### config.mk
export PLATFORM = sky130hd
export DESIGN_NAME = edoDramModel
export DESIGN_NICKNAME = d
export VERILOG_FILES = /design/src/rtl/edoPkg.sv /design/src/rtl/edoCtrl.sv /design/src/rtl/edoDatapath.sv /design/src/rtl/edoDramModel.sv
export SDC_FILE = /design/constraint.sdc
export NUM_CORES = 1
export LEC_CHECK = 0
export ABC_AREA = 1
export BUFFER_PORTS_ARGS = -buffer_cell sky130_fd_sc_hd__buf_2
export CAP_MARGIN = 40
export CORE_MARGIN = 2
export CORE_UTILIZATION = 30
export CTS_BUF_LIST = sky130_fd_sc_hd__clkbuf_2
export DETAILED_ROUTE_END_ITERATION = 10
export MAX_ROUTING_LAYER = met4
export PLACE_DENSITY = 0.54
export SYNTH_ARGS = -nofsm -noshare
export SYNTH_HDL_FRONTEND = slang
export SYNTH_HIERARCHICAL = 1
export SYNTH_SLANG_ARGS = --single-unit
export TNS_END_PERCENT = 30
### constraint.sdc
create_clock -name clk -period 3.1 [get_ports clk]
set_input_delay 0.465 -clock clk [delete_from_list [all_inputs] [get_ports clk]]
set_output_delay 0.465 -clock clk [all_outputs]
set_load 0.02 [all_outputs]
### src/rtl/edoPkg.sv
package edoPkg;
  localparam int LANES = 2;

  typedef struct packed {
    logic             latchRow;
    logic             doWrite;
    logic             doRead;
    logic [LANES-1:0] lanes;
    logic             dropOut;
  } edoCmdT;
endpackage

### src/rtl/edoCtrl.sv
module edoCtrl
  import edoPkg::*;
#(
  parameter int CNT_W = 8
) (
  input  logic             clk,
  input  logic             rstN,
  input  logic             rasN,
  input  logic             lcasN,
  input  logic             ucasN,
  input  logic             weN,
  input  logic             oeN,
  output edoCmdT           cmd,
  output logic             protoErr,
  output logic [CNT_W-1:0] refreshCount
);
  logic rasQ, lcasQ, ucasQ, rowOpen;
  logic rasFall, casFall, anyCasLow, access, refreshHit, badCol;

  // Edge detection against the previous sample.
  always_comb begin
    rasFall    = rasQ & ~rasN;
    casFall    = (lcasQ & ~lcasN) | (ucasQ & ~ucasN);
    anyCasLow  = ~lcasN | ~ucasN;
    access     = casFall & ~rasN & rowOpen;
    refreshHit = rasFall & anyCasLow;
    badCol     = casFall & ~rasN & ~rowOpen;
    cmd.latchRow = rasFall & ~anyCasLow;
    cmd.doWrite  = access & ~weN;
    cmd.doRead   = access & weN & ~oeN;
    cmd.lanes    = {~ucasN, ~lcasN};
    cmd.dropOut  = oeN | ~weN | (rasN & lcasN & ucasN);
  end

  always_ff @(posedge clk) begin
    if (!rstN) begin
      rasQ         <= 1'b1;
      lcasQ        <= 1'b1;
      ucasQ        <= 1'b1;
      rowOpen      <= 1'b0;
      protoErr     <= 1'b0;
      refreshCount <= '0;
    end else begin
      rasQ  <= rasN;
      lcasQ <= lcasN;
      ucasQ <= ucasN;
      if (cmd.latchRow)  rowOpen <= 1'b1;
      else if (rasN)     rowOpen <= 1'b0;
      if (badCol)        protoErr <= 1'b1;
      if (refreshHit)    refreshCount <= refreshCount + 1'b1;
    end
  end
endmodule

### src/rtl/edoDatapath.sv
module edoDatapath
  import edoPkg::*;
#(
  parameter int ADDR_W = 3,
  parameter int LANE_W = 8
) (
  input  logic                    clk,
  input  logic                    rstN,
  input  logic [ADDR_W-1:0]       addr,
  input  logic [LANES*LANE_W-1:0] dqIn,
  input  edoCmdT                  cmd,
  output logic [LANES*LANE_W-1:0] dqOut,
  output logic [LANES-1:0]        dqOe
);
  localparam int DATA_W = LANES * LANE_W;
  localparam int DEPTH  = 1 << (2 * ADDR_W);

  logic [DATA_W-1:0]   mem [DEPTH];
  logic [ADDR_W-1:0]   rowQ;
  logic [2*ADDR_W-1:0] idx;

  assign idx = {rowQ, addr};

  // Array and row latch carry no reset.
  always_ff @(posedge clk) begin
    if (cmd.latchRow) rowQ <= addr;
    for (int b = 0; b < LANES; b++) begin
      if (cmd.doWrite && cmd.lanes[b])
        mem[idx][b*LANE_W +: LANE_W] <= dqIn[b*LANE_W +: LANE_W];
    end
    if (cmd.doRead) dqOut <= mem[idx];
  end

  always_ff @(posedge clk) begin
    if (!rstN)            dqOe <= '0;
    else if (cmd.dropOut) dqOe <= '0;
    else if (cmd.doRead)  dqOe <= cmd.lanes;
  end
endmodule

### src/rtl/edoDramModel.sv
module edoDramModel
  import edoPkg::*;
#(
  parameter int ADDR_W = 3,
  parameter int LANE_W = 8,
  parameter int CNT_W  = 8
) (
  input  logic                    clk,
  input  logic                    rstN,
  input  logic                    rasN,
  input  logic                    lcasN,
  input  logic                    ucasN,
  input  logic                    weN,
  input  logic                    oeN,
  input  logic [ADDR_W-1:0]       addr,
  input  logic [LANES*LANE_W-1:0] dqIn,
  output logic [LANES*LANE_W-1:0] dqOut,
  output logic [LANES-1:0]        dqOe,
  output logic                    protoErr,
  output logic [CNT_W-1:0]        refreshCount
);
  edoCmdT cmd;

  edoCtrl #(.CNT_W(CNT_W)) ctrl_i (
    .clk(clk), .rstN(rstN), .rasN(rasN), .lcasN(lcasN), .ucasN(ucasN),
    .weN(weN), .oeN(oeN), .cmd(cmd), .protoErr(protoErr),
    .refreshCount(refreshCount)
  );

  edoDatapath #(.ADDR_W(ADDR_W), .LANE_W(LANE_W)) dp_i (
    .clk(clk), .rstN(rstN), .addr(addr), .dqIn(dqIn), .cmd(cmd),
    .dqOut(dqOut), .dqOe(dqOe)
  );
endmodule

=== Yosys cells after proc, flatten, opt, wreduce, memory -nomap -nowiden ===
Memory sizes are Yosys's and may differ from the RTL's. A register that Yosys moved wholly into a read port is not among the register bits.
Cells that the tools add are included.
W data, S select, Z words.

* Add/sub/neg operators: 1
* Mux-type cells: 6
* Bitwise logic cells: 25
* Reduce and logical (&&, ||, !) cells: 4

{| class="wikitable"
|+ Operator list
! cell !! count
|-
| $and A1 B1 Y1 || 13
|-
| $add A8 B1 Y8 const B || 1
|-
| $not A1 Y1 || 8
|-
| $mux W1 || 6
|-
| $or A1 B1 Y1 || 4
|-
| $logic_and A1 B1 Y1 || 2
|-
| $reduce_bool A2 Y1 || 1
|-
| $reduce_or A2 Y1 || 1
|}

* Register bits after elaboration: 18
* Memory bits (writable): 1024
* Input port bits: 26
* Output and inout bits: 27
* Logic and storage cells: 45
* Memories: 1

{| class="wikitable"
|+ Memory list
! name !! depth !! width !! read ports !! clocked after Yosys merged registers in !! write ports !! RTL line !! text
|-
| dp_i.mem || 64 || 16 || 1 || 1 || 1 || edoDatapath.sv:18 || <nowiki>logic [DATA_W-1:0] mem [DEPTH];</nowiki>
|}

=== Depth between registers and ports, before layout ===
* Depth in word-level cells: 9
* Gate-level depth with buffers: 15
* Depth with buffers taken out: 11

=== Cells and area by module ===
The synthesis kept the hierarchy.

{| class="wikitable"
|+ Modules (own cells, without submodules)
! module !! instances !! cells an instance !! area each (um^2) !! seq. area each (um^2)
|-
| edoDatapath || 1 || 4362 || 44710.4 || 31360.1
|-
| edoCtrl || 1 || 94 || 663.1 || 260.2
|}

=== Least setup slack after synthesis ===
No wires, ideal clock.

* Path type: input to register
* Start: input ucasN
* End: register dp_i.dqOe[0]
* Setup time: 0.117 ns
* Arrival: 2.332 ns
* Slack: 0.650 ns
* Stages on the path: 8
* Cells stage by stage: inv_1 > nand2_1 > nand2_1 > nand3_1 > nor3_1 > inv_1 > nand2_1 > a21oi_1

{| class="wikitable"
|+ RTL lines
! item !! RTL line !! text
|-
| start: declaration || edoDramModel.sv:12 || <nowiki>input logic ucasN,</nowiki>
|-
| end signal: assignment || edoDatapath.sv:37 || <nowiki>else if (cmd.doRead) dqOe <= cmd.lanes;</nowiki>
|-
| end: declaration || edoDatapath.sv:13 || <nowiki>output logic [LANES-1:0] dqOe</nowiki>
|}

=== Final worst setup path ===
* Start: register dp_i.dqOut[1], read port of dp_i.mem
* End: output dqOut[1]

{| class="wikitable"
|+ RTL lines
! item !! RTL line !! text
|-
| start: declaration || edoDatapath.sv:12 || <nowiki>output logic [LANES*LANE_W-1:0] dqOut,</nowiki>
|-
| end: declaration || edoDramModel.sv:17 || <nowiki>output logic [LANES*LANE_W-1:0] dqOut,</nowiki>
|}

No word-level cell between the ends.

==> out/qor.yml <==
placed_design:
  io_buffers: 52
  gp_congestion: 0.829
  hpwl_mm: 77.9
  placed_cell_area_um2: 48800
finish:
  final_common_cell: "nand2_1"
  multi_input_area_um2: 12500
  drive_gt1_share_pct: 15.2
  design_area_um2: 51900
  nNetsFinal: 4838
  final_core_util_pct: 34.6
  register_area_um2: 31600
  final_cell_mix: "nand2_1, edfxtp_1, clkbuf_2"
  syn2layout_area_growth_pct: 14.3
  final.fill_count: 15275
grt:
  grt_pass1_wl_mm: 196
  gr-usage-all-layers_pct: 17.6
  grt_antenna_before_repair: 7
  grt_pass1_vias: 31730
  grt_max_degree: 125
  grt_overflow: 0
worst_setup_path:
  cp_data_required_time_ps: 2630
  crit_slowest_cell: "edfxtp_1"
  reg2regPathDepth: 8
  cp_max_fo: 1
  reg2reg_from: "ctrl_i/lcasQ"
  end_kind: "output pin"
  critPathArrivalTime_ps: 2270
  startpoint: "dp_i/dqOut[1]"
  critical_path.cell_chain: "buf_2"
  crit_family: "flip-flops"
  cp_num_cells: 1
  slowest_delay_ps: 560
  crit_path_start_kind: "register"
  path_buf_inv: 1
  worst-setup-path-type: "reg2out"
  r2r_slack_ps: 630
sta:
  skew_ps: 133
  period_needed_ps: 2740
  drv_slew: 0
  max_freq_mhz: 366
  setup_tns_ps: 0
  rsz0062_at_grt: "false"
  whs_ps: 200
  hold_viol: 0
  relSlewSlack_pct: 35.1
  fin_crit_sh_pct: 88.3
  finalSetupViolCount: 0
  worstMarginPinSlew_ps: 973
yosys:
  synth_fp_nets: 4483
  syn_inst: 4456
  synth_cell_type_count: 31
  synth_area_per_cell_um2: 10.2
  ys_seq_elements: 1058
  synth_area_um2: 45400
  ys_seq_area_share_pct: 69.7
  yosysWarnings: 6
drt:
  vias: 31973
  drt_pass1_iterations: 6
  avgViaCountPerCell: 4.56
  ant_nets: 0
  wl_per_cell_um: 18.9
  drt_iter0_markers: 2963
  drc_errors: 0
  routed_wirelength_mm: 132
flow_run:
  cap_violations: 0
power:
  p_sw_mw: 7.04
  clkPwrFrac_pct: 35.2
  power_frac_seq_pct: 57.9
  p_int_mw: 20.1
  combPwrFrac_pct: 6.9
  peakVddDrop_uv: 310
  power_density_nw_per_um2: 523
  p_sw_share_pct: 26.0
  leakage_nw: 21.7
worst_hold_path:
  min_from: "dqIn[14]"
  worstHoldPathCells: 2
  hp-class: "in2reg"
cts:
  cts.sinks: 1058
  htreeDepth: 5
  root_buffer: "clkbuf_2"
  cts_tree: "done"
  clockBufferDepth: 4
  cts.clk_slew.worst_paths_ps: 90
  clock_latency_ps: 1520
  cts_buffers: 296
  cts-resized-gates: 0
floorplanning:
  fp-row-count: 142
  die_width_um: 393
  dieArea_um2: 154000
  io_pins: 53
  coreArea_um2: 150000
  chipHeight_um: 393
  start_util_pct: 30.3
outcome:
  outcome: "finished, final reports clean"
[cell usage after synthesis]
cell type	instances	area share (%)
nand2_4	1	0.025
buf_2	93	1.0
inv_1	32	0.26
clkbuf_1	95	0.79
inv_4	3	0.041
o211ai_1	5	0.083
or2_2	5	0.069
buf_1	21	0.17
buf_6	12	0.30
nor2_4	2	0.050
a21oi_1	6	0.066
o21bai_1	1	0.017
nor3_4	7	0.25
dfxtp_1	15	0.66
o21ai_0	7	0.077
o21ai_1	3	0.033
nor2_1	57	0.47
nor2_2	3	0.041
or2_1	1	0.014
nor2_8	1	0.044
ha_1	1	0.028
nor3_1	66	0.73
nor3_2	64	1.4
edfxtp_1	1043	69
nand2_1	2864	24
nand3_1	11	0.12
nand2_2	5	0.069
buf_4	13	0.22
inv_2	13	0.11
nand4_1	3	0.041
nand3_2	3	0.066
[worst paths after layout]
kind                                         end
worst min-delay path            dp_i/mem[54][14]
worst max register to register   dp_i/mem[45][4]
worst min register to register      dp_i/dqOe[0]
worst max-delay path                    dqOut[1]
[cell families after synthesis]
group	count (synthesis)	synth area share, %
simple gates	3093	27.1
buf+inv	282	2.91
flops	1058	69.7
compound gates	22	0.276
fa+ha+maj	1	0.0276
[timing repair]
item / 4_1_cts / 5_1_grt
hold endpoints to repair: 1867 / 0
hold buffers: 59 / 0
buffers inserted: 0 / 0
[power by group through the flow]
stage	clock [mW]	combinational, mW	sequential (mW)
floorplan	0	0.963	16.0
global placement	0	1.81	16.0
detailed placement	0	1.81	16.0
CTS	9.89	1.88	15.7
global route	10.6	2.07	15.7
finish	9.55	1.88	15.7
[final cells by class]
class	count	share of cell area [%]
well taps	2016	4.86
multi-input cells	3116	24.0
clock inverters	78	0.919
flip-flops and latches	1058	60.9
diodes	8	0.0386
inverters	48	0.395
clock buffers	394	3.80
repair buffers	291	5.04
[layer usage]
| metal | vias up | part of all wire (%) | GRT usage (%) |
|---|---|---|---|
| met5 | - | 0 | - |
| met3 | 160 | 7.4 | 3.60 |
| met2 | 1174 | 46 | 26.7 |
| li1 | 15357 | - | - |
| met4 | 0 | 1.8 | 5.16 |
| met1 | 15282 | 45 | 23.7 |
[stage by stage]
step,total power [mW],cells,setup WS (ps)
5_1_grt,28.3,7008,206
3_5_place_dp,17.8,6468,298
4_1_cts,27.5,6999,173
6_report,27.1,7009,364
3_3_place_gp,17.8,6468,298
2_1_floorplan,17.0,4456,650
[flip-flops by register name, summed over array words and instances, names as in the netlist]
signal and flops:
dp_i/dqOut 16, ctrl_i/rasQ 1, ctrl_i/protoErr 1, ctrl_i/rowOpen 1, ctrl_i/lcasQ 1, dp_i/rowQ 3
ctrl_i/ucasQ 1, dp_i/mem 1024, ctrl_i/refreshCount 8, dp_i/dqOe 2
Power figures use the tool's default switching activity.
